**config.mk**
```make
export PLATFORM = sky130hd
export DESIGN_NAME = hpb_bridge
export DESIGN_NICKNAME = d
export VERILOG_FILES = /design/src/rtl/hpb_pkg.sv /design/src/rtl/hpb_sync.sv /design/src/rtl/hpb_regs.sv /design/src/rtl/hpb_cycle.sv /design/src/rtl/hpb_bridge.sv
export SDC_FILE = /design/constraint.sdc
export NUM_CORES = 1
export LEC_CHECK = 0
export ABC_AREA = 1
export BUFFER_PORTS_ARGS = -buffer_cell sky130_fd_sc_hd__buf_4
export CELL_PAD_IN_SITES_DETAIL_PLACEMENT = 1
export CELL_PAD_IN_SITES_GLOBAL_PLACEMENT = 2
export CORE_AREA = 2 2 129 131
export DETAILED_ROUTE_END_ITERATION = 8
export DIE_AREA = 0 0 131 133
export PLACE_DENSITY = 0.84
export SLEW_MARGIN = 20
export SYNTH_ARGS = -nofsm -noshare
export SYNTH_HDL_FRONTEND = slang
export SYNTH_SLANG_ARGS = --single-unit
```
**constraint.sdc**
```tcl
create_clock -name clk -period 1.82 [get_ports clk]
set_input_delay 0 -clock clk [delete_from_list [all_inputs] [get_ports clk]]
set_output_delay 0 -clock clk [all_outputs]
set_load 0.005 [all_outputs]
```
**src/rtl/hpb_pkg.sv**
```systemverilog
package hpb_pkg;

   // host register select codes
   typedef enum logic [1:0] {
      SEL_DATA = 2'd0,
      SEL_ALO  = 2'd1,
      SEL_AHI  = 2'd2,
      SEL_STAT = 2'd3
   } hpb_sel_e;

   // access code carried just above the high address bits
   typedef enum logic [1:0] {
      ACC_WR_W = 2'd0,
      ACC_WR_B = 2'd1,
      ACC_RD_W = 2'd2,
      ACC_RD_B = 2'd3
   } hpb_acc_e;

   localparam int ACC_BYTE_BIT = 0;
   localparam int ACC_READ_BIT = 1;

   localparam int STAT_INIT_BIT  = 0;
   localparam int STAT_PULSE_BIT = 1;

   typedef enum logic [1:0] {
      CYC_IDLE  = 2'd0,
      CYC_DRIVE = 2'd1,
      CYC_DROP  = 2'd2
   } hpb_cyc_e;

endpackage

```
**src/rtl/hpb_sync.sv**
```systemverilog
module hpb_sync #(
   parameter int           W       = 1,
   parameter int           STAGES  = 2,
   parameter logic [W-1:0] RST_VAL = '0
) (
   input  logic         clk,
   input  logic         rst_n,
   input  logic [W-1:0] d,
   output logic [W-1:0] q
);

   generate
      if (STAGES < 2) begin : g_bad_stages
         $error("hpb_sync: STAGES must be at least 2");
      end
      if (W < 1) begin : g_bad_width
         $error("hpb_sync: W must be positive");
      end
   endgenerate

   logic [STAGES-1:0][W-1:0] chain;

   always_ff @(posedge clk or negedge rst_n) begin
      if (!rst_n) begin
         chain <= {STAGES{RST_VAL}};
      end else begin
         chain[0] <= d;
         for (int i = 1; i < STAGES; i++) begin
            chain[i] <= chain[i-1];
         end
      end
   end

   assign q = chain[STAGES-1];

endmodule

```
**src/rtl/hpb_regs.sv**
```systemverilog
module hpb_regs
   import hpb_pkg::*;
#(
   parameter int DATA_W  = 16,
   parameter int ADDR_W  = 24,
   parameter int IPL_W   = 3,
   parameter int RST_LEN = 16
) (
   input  logic                       clk,
   input  logic                       rst_n,
   input  logic                       wr_commit,
   input  logic [1:0]                 wr_sel,
   input  logic [1:0]                 rd_sel,
   input  logic [DATA_W-1:0]          din,
   input  logic                       busy,
   input  logic [IPL_W-1:0]           ipl_s,
   input  logic [DATA_W-1:0]          cyc_rdata,
   output logic [DATA_W-1:0]          data_q,
   output logic                       launch,
   output logic [ADDR_W-1:0]          launch_addr,
   output logic [1:0]                 launch_acc,
   output logic                       init_on,
   output logic                       pulse_out,
   output logic [DATA_W-1:0]          rd_word
);

   localparam int HI_W = ADDR_W - DATA_W;
   localparam int CW   = $clog2(RST_LEN + 1);

   generate
      if (HI_W < 1 || HI_W + 2 > DATA_W) begin : g_bad_hi
         $error("hpb_regs: high address plus access code must fit one data word");
      end
      if (IPL_W + 2 > DATA_W) begin : g_bad_ipl
         $error("hpb_regs: interrupt level field too wide");
      end
      if (RST_LEN < 1) begin : g_bad_len
         $error("hpb_regs: RST_LEN must be positive");
      end
   endgenerate

   logic [DATA_W-1:0] alo_q;
   logic [HI_W-1:0]   ahi_q;
   logic [1:0]        acc_q;
   logic [CW-1:0]     pulse_cnt;
   logic              ahi_ok;
   logic              stat_wr;

   // high-address stores only while idle and not parked
   assign ahi_ok  = !busy && !init_on;
   assign launch  = wr_commit && (hpb_sel_e'(wr_sel) == SEL_AHI) && ahi_ok;
   assign stat_wr = wr_commit && (hpb_sel_e'(wr_sel) == SEL_STAT);

   assign launch_addr = {din[HI_W-1:0], alo_q};
   assign launch_acc  = din[HI_W+1:HI_W];

   always_ff @(posedge clk or negedge rst_n) begin
      if (!rst_n) begin
         data_q  <= '0;
         alo_q   <= '0;
         ahi_q   <= '0;
         acc_q   <= ACC_WR_W;
         init_on <= 1'b0;
      end else if (wr_commit) begin
         unique case (hpb_sel_e'(wr_sel))
            SEL_DATA: data_q <= din;
            SEL_ALO:  alo_q  <= din;
            SEL_AHI: begin
               if (ahi_ok) begin
                  ahi_q <= din[HI_W-1:0];
                  acc_q <= din[HI_W+1:HI_W];
               end
            end
            SEL_STAT: init_on <= din[STAT_INIT_BIT];
            default: ;
         endcase
      end
   end

   // timed reset pulse
   always_ff @(posedge clk or negedge rst_n) begin
      if (!rst_n) begin
         pulse_cnt <= '0;
      end else if (stat_wr && din[STAT_PULSE_BIT]) begin
         pulse_cnt <= CW'(RST_LEN);
      end else if (pulse_cnt != '0) begin
         pulse_cnt <= pulse_cnt - 1'b1;
      end
   end

   assign pulse_out = (pulse_cnt != '0);

   // readback multiplexer
   always_comb begin
      rd_word = '0;
      unique case (hpb_sel_e'(rd_sel))
         SEL_DATA: rd_word = cyc_rdata;
         SEL_ALO:  rd_word = alo_q;
         SEL_AHI: begin
            rd_word[HI_W-1:0]    = ahi_q;
            rd_word[HI_W+1:HI_W] = acc_q;
         end
         SEL_STAT: begin
            rd_word[DATA_W-1 -: IPL_W] = ipl_s;
            rd_word[STAT_INIT_BIT]     = init_on;
         end
         default: rd_word = '0;
      endcase
   end

endmodule

```
**src/rtl/hpb_cycle.sv**
```systemverilog
module hpb_cycle
   import hpb_pkg::*;
#(
   parameter int DATA_W    = 16,
   parameter int ADDR_W    = 24,
   parameter bit LANE_REPL = 1'b1
) (
   input  logic              clk,
   input  logic              rst_n,
   input  logic              launch,
   input  logic              abort,
   input  logic [ADDR_W-1:0] addr_in,
   input  logic [DATA_W-1:0] wdata_in,
   input  logic [1:0]        acc_in,
   input  logic              dtack_n,
   input  logic [DATA_W-1:0] rdata_in,
   output logic              busy,
   output logic [ADDR_W-1:0] bus_addr,
   output logic [DATA_W-1:0] bus_wdata,
   output logic              bus_rw,
   output logic              as_n,
   output logic              uds_n,
   output logic              lds_n,
   output logic [DATA_W-1:0] rdata_q
);

   localparam int LANE_W = DATA_W / 2;

   generate
      if (DATA_W != 2 * LANE_W) begin : g_bad_lanes
         $error("hpb_cycle: DATA_W must split into two equal lanes");
      end
   endgenerate

   hpb_cyc_e          st;
   logic [ADDR_W-1:0] addr_q;
   logic [DATA_W-1:0] wdata_q;
   logic [1:0]        acc_q;
   logic [DATA_W-1:0] rd_steered;
   logic              driving;
   logic              is_byte;

   assign is_byte = acc_q[ACC_BYTE_BIT];

   // lane handling of returned data, variant chosen by parameter
   generate
      if (LANE_REPL) begin : g_repl
         always_comb begin
            if (!is_byte)
               rd_steered = rdata_in;
            else if (addr_q[0])
               rd_steered = {2{rdata_in[LANE_W-1:0]}};
            else
               rd_steered = {2{rdata_in[DATA_W-1:LANE_W]}};
         end
      end else begin : g_pass
         assign rd_steered = rdata_in;
      end
   endgenerate

   always_ff @(posedge clk or negedge rst_n) begin
      if (!rst_n) begin
         st      <= CYC_IDLE;
         addr_q  <= '0;
         wdata_q <= '0;
         acc_q   <= ACC_WR_W;
         rdata_q <= '0;
      end else if (abort) begin
         st <= CYC_IDLE;
      end else begin
         unique case (st)
            CYC_IDLE: begin
               if (launch) begin
                  st      <= CYC_DRIVE;        // capture
                  addr_q  <= addr_in;
                  wdata_q <= wdata_in;
                  acc_q   <= acc_in;
               end
            end
            CYC_DRIVE: begin
               if (!dtack_n) begin
                  st <= CYC_DROP;
                  if (acc_q[ACC_READ_BIT]) rdata_q <= rd_steered;
               end
            end
            CYC_DROP: st <= CYC_IDLE;
            default:  st <= CYC_IDLE;
         endcase
      end
   end

   assign driving   = (st == CYC_DRIVE);
   assign busy      = (st != CYC_IDLE);
   assign as_n      = !driving;
   // lane strobes
   assign uds_n     = !(driving && (!is_byte || !addr_q[0]));
   assign lds_n     = !(driving && (!is_byte ||  addr_q[0]));
   assign bus_rw    = acc_q[ACC_READ_BIT];
   assign bus_addr  = addr_q;
   assign bus_wdata = wdata_q;

endmodule

```
**src/rtl/hpb_bridge.sv**
```systemverilog
module hpb_bridge
   import hpb_pkg::*;
#(
   parameter int DATA_W      = 16,
   parameter int ADDR_W      = 24,
   parameter int IPL_W       = 3,
   parameter int SYNC_STAGES = 2,
   parameter int RST_LEN     = 16,
   parameter bit LANE_REPL   = 1'b1
) (
   input  logic              clk,
   input  logic              rst_n,
   input  logic [1:0]        hp_sel,
   input  logic              hp_wr_n,
   input  logic              hp_rd_n,
   input  logic [DATA_W-1:0] hp_din,
   output logic [DATA_W-1:0] hp_dout,
   output logic              hp_doe,
   output logic              hp_busy,
   output logic              hp_ipl_zero,
   output logic [ADDR_W-1:0] bus_addr,
   output logic              bus_rw,
   output logic              bus_as_n,
   output logic              bus_uds_n,
   output logic              bus_lds_n,
   output logic [DATA_W-1:0] bus_wdata,
   input  logic [DATA_W-1:0] bus_rdata,
   input  logic              bus_dtack_n,
   input  logic [IPL_W-1:0]  bus_ipl,
   output logic              bus_reset
);

   logic              wr_s;
   logic              wr_prev;
   logic              wr_commit;
   logic [IPL_W-1:0]  ipl_s;
   logic [DATA_W-1:0] data_q;
   logic              launch;
   logic [ADDR_W-1:0] launch_addr;
   logic [1:0]        launch_acc;
   logic              init_on;
   logic [DATA_W-1:0] rd_word;
   logic [DATA_W-1:0] cyc_rdata;

   hpb_sync #(.W(1), .STAGES(SYNC_STAGES), .RST_VAL(1'b1)) u_wr_sync (
      .clk(clk), .rst_n(rst_n), .d(hp_wr_n), .q(wr_s)
   );

   hpb_sync #(.W(IPL_W), .STAGES(SYNC_STAGES), .RST_VAL('0)) u_ipl_sync (
      .clk(clk), .rst_n(rst_n), .d(bus_ipl), .q(ipl_s)
   );

   always_ff @(posedge clk or negedge rst_n) begin
      if (!rst_n) wr_prev <= 1'b1;
      else        wr_prev <= wr_s;
   end

   // commit on the released (rising) write strobe
   assign wr_commit = wr_s && !wr_prev;

   hpb_regs #(
      .DATA_W(DATA_W), .ADDR_W(ADDR_W), .IPL_W(IPL_W), .RST_LEN(RST_LEN)
   ) u_regs (
      .clk(clk), .rst_n(rst_n),
      .wr_commit(wr_commit), .wr_sel(hp_sel), .rd_sel(hp_sel),
      .din(hp_din), .busy(hp_busy), .ipl_s(ipl_s), .cyc_rdata(cyc_rdata),
      .data_q(data_q), .launch(launch), .launch_addr(launch_addr),
      .launch_acc(launch_acc), .init_on(init_on), .pulse_out(bus_reset),
      .rd_word(rd_word)
   );

   hpb_cycle #(
      .DATA_W(DATA_W), .ADDR_W(ADDR_W), .LANE_REPL(LANE_REPL)
   ) u_cycle (
      .clk(clk), .rst_n(rst_n),
      .launch(launch), .abort(init_on),
      .addr_in(launch_addr), .wdata_in(data_q), .acc_in(launch_acc),
      .dtack_n(bus_dtack_n), .rdata_in(bus_rdata),
      .busy(hp_busy), .bus_addr(bus_addr), .bus_wdata(bus_wdata),
      .bus_rw(bus_rw), .as_n(bus_as_n), .uds_n(bus_uds_n), .lds_n(bus_lds_n),
      .rdata_q(cyc_rdata)
   );

   // drive host data only during a read strobe
   assign hp_doe      = !hp_rd_n;
   assign hp_dout     = hp_doe ? rd_word : '0;

   assign hp_ipl_zero = (ipl_s == '0);

endmodule

```
==> impl_metrics.csv, run 1 <==
group,metric,value,unit
status,outcome,"finished, final reports clean",
floorplanning,ios,106,
timing,clock.fmax,609.1,MHz
synthesis,synth_warnings,0,
synthesis,syn_avg_cell_area,8.204,µm²
global_routing,grt_pass1_wl,25420,µm
clocking,cts_setup_buffers,0,
power_and_ir_drop,clkPwrFrac,0.369,
clocking,htreeDepth,4,
run,maxCapViolCount,0,
finish,drive_gt1_frac,0.2188,
timing,fin_ws,0.1783,ns
finish,fillCellCount,1941,
worst_setup_path,worst-path-buf-inv,1,
place,hpwl,10730,µm
global_routing,grt_max_degree,49,
timing,fin_tns_setup,0,ns
floorplanning,initial_core_util,0.3125,
worst_setup_path,cp_data_arrival_time,1.95,ns
global_routing,grt_pass1_vias,4904,
floorplanning,core_area,16170,µm²
synthesis,synthCells,616,
worst_setup_path,crit_path_frequent_cell,"nand2_1",
timing,slew_violations,0,
global_routing,antenna_found_initial,0,
worst_setup_path,crit_cells,6,
drt,wirelength,15070,µm
finish,area_delta_synth_final,40.08,%
worst_setup_path,startpoint_type,"register",
worst_setup_path,regToRegSetupSlack,0.18,ns
power_and_ir_drop,p_total,8.673,mW
power_and_ir_drop,ir_drop,0.0007070,V
clocking,cts_buffers,17,
timing,hold_viol,0,
timing,timing.slew.headroom,0.6345,
global_routing,track_usage,0.1890,
clocking,path_clk_slew,0.06,ns
synthesis,yosysSeqAreaShare,0.5801,
synthesis,yosys.area.top_type_share,0.5645,
drt,post_drt_wl_per_cell,15.12,µm
clocking,cts_buffer_depth,2,
worst_setup_path,cp_max_fo,17,
finish,final_nets,807,
worst_setup_path,crit_slowest_cell,"dlygate4sd3_1",
floorplanning,die_h,133,µm
synthesis,ys_top_cells_by_area,"dfrtp_1 56%, nand2_1 20%, nand3_1 6.7%",
drt,drt_iter0_drc,195,
power_and_ir_drop,p_switching,2.583,mW
power_and_ir_drop,powerDensity,1225,nW/µm²
place,port_buffers,105,
timing,worst_pin_slew,0.5463,ns
power_and_ir_drop,leakage,3.888,nW
clocking,clockRootBuffer,"clkbuf_16",
floorplanning,die_w,131,µm
place,place_ws,0.2757,ns
place,place.gp.congestion,0.8238,
finish,utilization,0.4378,
timing,rsz0062_at_grt,"false",
timing,clock_skew,0.01028,ns
synthesis,syn_area,5054,µm²
synthesis,ys_types,21,
drt,drtAntennaViolNets,0,
drt,drt_pass1_iterations,5,
floorplanning,dieArea,17420,µm²
global_routing,overflow,0,
worst_setup_path,slowest_delay,0.57,ns
drt,viasPerCell,4.561,
drt,num_vias,4547,
worst_setup_path,crit_family,"buffers and inverters",
worst_setup_path,path_class,"reg -> reg",
worst_setup_path,crit_chain,"nand2_2, nand2_1, o21ai_0, dlygate4sd3_1, nand2_1, nand2_1",
finish,postLayoutCellArea,7079,µm²
timing,min_period,1.642,ns
clocking,cts_tree,"yes",
power_and_ir_drop,p_int,6.090,mW
power_and_ir_drop,pwr-share-comb,0.211,
worst_hold_path,hp-class,"in -> async",
finish,diodes,0,
floorplanning,rows,47,
worst_setup_path,endpoint_kind,"register",
synthesis,ys_ff_latch,117,
timing,setup_violations,0,
worst_setup_path,cp_data_required_time,2.13,ns
worst_setup_path,reg2reg_depth,6,
timing,fin_crit_sh,0.9020,
synthesis,yosysTopAreaCell,"dfrtp_1",
drt,drc_errors,0,
power_and_ir_drop,pwr-share-seq,0.421,
place,placed_area,6111,µm²
clocking,clock-sinks,117,
power_and_ir_drop,switching_share,0.2978,
clocking,clk_latency,0.42,ns
synthesis,syn_nets,659,
-- cells in the final DEF (no fill, tap or decap), drive strengths merged --
master and count:
nand2 274, buf 115, dfrtp 114, nand3 68, inv 58, o21ai 42
dlygate4sd3 40, clkbuf 17, nor2 11, clkinv 10, or2 8, a21oi 5
nand4 3, clkinvlp 3, dfstp 3, bufinv 2, nor3 1, xor2 1
o31ai 1, ha 1
-- cells in the mapped netlist, drive strengths merged --
library cell and number:
nand2 274, dfrtp 114, nand3 68, inv 58
o21ai 42, buf 21, nor2 11, or2 8
a21oi 5, clkbuf 5, dfstp 3, nand4 3
ha 1, nor3 1, o31ai 1, xor2 1
-- flip-flops by register name, summed over array words and instances (netlist names) --
| register | count |
|---|---|
| u_cycle.acc_q | 2 |
| u_cycle.bus_addr | 24 |
| u_cycle.bus_wdata | 16 |
| u_cycle.rdata_q | 16 |
| u_cycle.st | 2 |
| u_ipl_sync.chain | 3 |
| u_ipl_sync.q | 3 |
| u_regs.acc_q | 2 |
| u_regs.ahi_q | 8 |
| u_regs.alo_q | 16 |
| u_regs.data_q | 16 |
| u_regs.init_on | 1 |
| u_regs.pulse_cnt | 5 |
| u_wr_sync.chain | 1 |
| u_wr_sync.q | 1 |
| wr_prev | 1 |
-- power groups by stage --
stage          registers, mW  logic (mW)  clock network [mW]
2_1_floorplan           3.57       0.914                   0
3_3_place_gp            3.66        1.69                   0
3_5_place_dp            3.68        1.78                   0
4_1_cts                 3.65        1.86                3.28
5_1_grt                 3.73        2.12                3.40
6_report                3.65        1.83                3.20
-- layer usage --
metal  vias to the layer above  track usage  part of all wire  routed length, µm
li1                       2222            -                 -                  -
met1                      2212       0.2539              0.46               6926
met2                        94       0.3045              0.49               7351
met3                        19      0.03397             0.036                542
met4                         0      0.06856             0.017                253
met5                         -            0                 0                  0
-- kinds of logic after synthesis --
family / after synthesis / share of synthesized area
AND/OR/NAND/NOR: 365 / 0.3001
flip-flops: 117 / 0.5801
buffers and inverters: 84 / 0.06759
AO/OA/AOI/OAI: 48 / 0.04803
XOR/XNOR: 1 / 0.001733
adder cells (fa/ha/maj): 1 / 0.002475
-- area by class of cell --
cell class                 instances  area, µm²  share of cell area
clock buffer                      17      425.4             0.06009
inverter                          58      217.7             0.03075
sequential                       117       2932              0.4141
tap                              220      275.3             0.03888
clock inverter                    15      140.1             0.01979
timing repair buffer             155       1301              0.1838
multi-input combinational        415       1788              0.2526
-- path summary, 6_finish.rpt --
check,startpoint,end
hold / removal,rst_n,u_regs.alo_q[1]
setup reg to reg,u_cycle.bus_addr[0],u_cycle.rdata_q[9]
setup / recovery,u_cycle.bus_addr[0],u_cycle.rdata_q[9]
hold reg to reg,u_ipl_sync.chain[2],u_ipl_sync.q[2]
min in group clk,hp_sel[0],u_regs.init_on
max in group asynchronous,rst_n,u_cycle.rdata_q[3]
-- worst register-to-register path, cell delays in order, from the launching register on --
cell           delay, ns
dfrtp_1             0.45
nand2_2             0.22
nand2_1             0.10
o21ai_0             0.07
dlygate4sd3_1       0.57
nand2_1             0.07
nand2_1             0.06
-- repair_timing --
item                       CTS  global route
hold endpoints to repair   109             0
setup endpoints to repair    0             2
hold buffers                40             0
gates resized for setup      0             1
-- through the flow --
step                      std cells  hold slack [ns]
after floorplan                 616          -0.2956
final                           997           0.1154
after detailed placement        925          0.02120
after CTS                       997           0.1263
after global routing            997           0.1551
after global placement          925          0.01004
No activity file was read; power rests on OpenSTA's default activity.
==> run 2: changes to the inputs <==
- ABC_AREA: 1 -> default
- CORE_AREA: 2 2 129 131 -> 2 2 121 123
- DIE_AREA: 0 0 131 133 -> 0 0 123 125
==> run 2 against run 1 <==
Against the previous run:
- count of clock-buffer cells in the layout up 5
- hold slack worse by 0.053 ns
- clock power about the same
- flip-flop and latch count unchanged
==> impl_metrics.csv, run 2 <==
group,metric,value,unit
power_and_ir_drop,powerDensity,1357,nW/µm²
place,place.gp.congestion,0.7702,
worst_setup_path,crit_family,"simple AND/OR/NAND/NOR gates",
finish,final_nets,571,
global_routing,antenna_found_initial,0,
floorplanning,ios,106,
drt,drt_pass1_iterations,4,
finish,layout_commonest_cell,"buf_4",
finish,drive_gt1_frac,0.4732,
worst_setup_path,reg2reg_depth,4,
floorplanning,initial_core_util,0.3695,
worst_setup_path,path_class,"reg -> out",
worst_hold_path,hold_end,"u_regs.init_on",
drt,drtAntennaViolNets,0,
clocking,clock-sinks,117,
timing,fin_tns_setup,0,ns
global_routing,track_usage,0.1888,
timing,rsz0062_at_grt,"false",
worst_setup_path,rr_startpoint,"u_wr_sync.q",
clocking,cts_buffers,17,
power_and_ir_drop,ir_drop,0.0007650,V
global_routing,overflow,0,
synthesis,ys_top_cells_by_area,"dfrtp_1 54%, mux2_4 14%, mux2_2 7.1%",
place,port_buffers,105,
worst_setup_path,regToRegSetupSlack,0.09,ns
synthesis,synth.top_cells.by_count,"114 x dfrtp_1, 50 x mux2_4, 33 x mux2_2",
status,outcome,"finished, final reports clean",
finish,postLayoutCellArea,7308,µm²
synthesis,yosysSeqAreaShare,0.5587,
timing,worst_pin_slew,0.5584,ns
finish,area_delta_synth_final,39.27,%
clocking,cts_buffer_depth,2,
worst_setup_path,startpoint_type,"register",
synthesis,ys_types,37,
synthesis,syn_area,5248,µm²
clocking,clk_latency,0.42,ns
worst_setup_path,reg2reg_to,"u_regs.alo_q[7]",
floorplanning,die_w,123,µm
global_routing,grt_pass1_wl,21810,µm
drt,post_drt_wl_per_cell,18.47,µm
worst_setup_path,cp_data_required_time,1.82,ns
clocking,htreeDepth,4,
finish,diodes,0,
synthesis,synthCells,371,
timing,min_period,1.755,ns
worst_hold_path,hold_depth,3,
synthesis,async_flop_share,1.000,
synthesis,syn_avg_cell_area,14.14,µm²
worst_hold_path,hp-class,"in -> reg",
place,placed_area,6301,µm²
drt,drc_errors,0,
synthesis,synth_edf_count,0,
place,hpwl,8908,µm
worst_hold_path,min_from,"hp_sel[0]",
power_and_ir_drop,leakage,3.555,nW
clocking,path_clk_slew,0.05,ns
global_routing,grt_max_degree,41,
worst_setup_path,worst-path-buf-inv,2,
finish,fillCellCount,1438,
worst_setup_path,slowest_delay,0.50,ns
timing,clock.fmax,569.8,MHz
drt,viasPerCell,4.891,
synthesis,yosys.cell_count.top_type,"dfrtp_1",
timing,slew_violations,0,
synthesis,ys_ff_latch,117,
worst_setup_path,crit_slowest_cell,"or4b_4",
timing,fin_crit_sh,0.9643,
timing,setup_violations,0,
floorplanning,die_h,125,µm
run,maxCapViolCount,0,
floorplanning,rows,44,
synthesis,yosysTopAreaCell,"dfrtp_1",
global_routing,grt_pass1_vias,3910,
finish,largest_register_ff_count,24,
finish,layout_common_cells,"116 x buf_4, 114 x dfrtp_1, 50 x mux2_4",
timing,timing.slew.headroom,0.6277,
worst_setup_path,endpoint_kind,"output port",
clocking,cts_tree,"yes",
floorplanning,dieArea,15380,µm²
worst_setup_path,crit_chain,"inv_1, ha_4, or4b_4, buf_4",
drt,drt_iter0_drc,149,
synthesis,syn_nets,414,
worst_setup_path,cp_data_arrival_time,1.76,ns
floorplanning,core_area,14200,µm²
timing,hold_viol,0,
synthesis,synth_warnings,0,
synthesis,synthFlopType,"dfrtp_1",
worst_setup_path,cp_max_fo,5,
drt,num_vias,3546,
timing,clock_skew,0.006062,ns
synthesis,yosys.area.top_type_share,0.5436,
drt,wirelength,13390,µm
clocking,clockRootBuffer,"clkbuf_16",
run 2: cell count changes in the layout (fill, tap and decap cells not counted), moves of 22 or more:
cell / delta
a21oi_1: +22
inv_1: -52
mux2_2: +33
mux2_4: +50
mux2i_1: +31
nand2_1: -256
nand3_1: -64
o21ai_0: -22
run 2: layer usage:
metal,routed length (µm),part of all wire,track usage
met1,5879,0.44,0.2430
met2,6837,0.51,0.3107
met3,534,0.040,0.05155
met4,138,0.010,0.05548
met5,0,0,0
run 2: worst max-delay path by stage:
stage	from	end	slack, ns	cells after the start
3_3_place_gp	u_wr_sync.q	u_regs.alo_q[10]	0.19	4
3_5_place_dp	u_wr_sync.q	u_regs.alo_q[8]	0.09	4
6_report	u_regs.pulse_cnt[0]	bus_reset	0.06	4
5_1_grt	u_regs.pulse_cnt[0]	bus_reset	0.004	4
2_1_floorplan	u_wr_sync.q	u_regs.data_q[10]	0.14	4
4_1_cts	u_regs.pulse_cnt[0]	bus_reset	0.02	4
run 2: kinds of logic (layout without fill, tap and decap cells):
group | count (synthesis) | after routing | share of synthesized area
simple gates | 57 | 57 | 0.06891
mux | 117 | 117 | 0.2816
buf+inv | 29 | 199 | 0.03338
compound gates | 49 | 49 | 0.05341
flops | 117 | 117 | 0.5587
fa+ha+maj | 1 | 1 | 0.002384
xor+xnor | 1 | 1 | 0.001669
run 2: per-stage QoR:
step           hold WS, ns    util  setup slack, ns  std cells  power (mW)
6_report           0.06279  0.5145          0.06489        725       9.918
3_3_place_gp       0.01223  0.4436           0.1945        651       6.457
3_5_place_dp       0.02544  0.4436          0.09481        651       6.606
4_1_cts            0.05344  0.5133          0.02174        724       9.964
2_1_floorplan      -0.2956       -           0.1421        371       5.344
5_1_grt            0.06392  0.5145         0.003528        725       10.47
run 2: worst register-to-register path, stage by stage (launching register included):
cell and delay (ns):
dfstp_2 0.53, nor2b_4 0.23, and3b_1 0.31, buf_12 0.19, mux2_2 0.36
run 2: final cells by class:
cell class                 instances  area, µm²  share of cell area
clock buffer                      22      474.2             0.06489
clock inverter                    10      98.84             0.01353
inverter                           4      15.01            0.002054
multi-input combinational        225       2157              0.2952
sequential                       117       2932              0.4011
tap                              184      230.2             0.03150
timing repair buffer             163       1401              0.1917
run 2: what timing repair did:
action / 4_1_cts / 5_1_grt
resized for setup: 2 / 1
buffers inserted: 0 / 1
endpoints found under the hold margin: 145 / 0
hold buffers: 41 / 0
setup endpoints to repair: 1 / 1
run 2: report_power, final:
part	total [mW]	leakage [nW]	switching, mW	internal, mW
Clock	3.20	0.265	1.21	1.99
Sequential	4.02	1.43	0.604	3.42
Combinational	2.70	1.86	0.979	1.72
Total	9.92	3.56	2.80	7.12
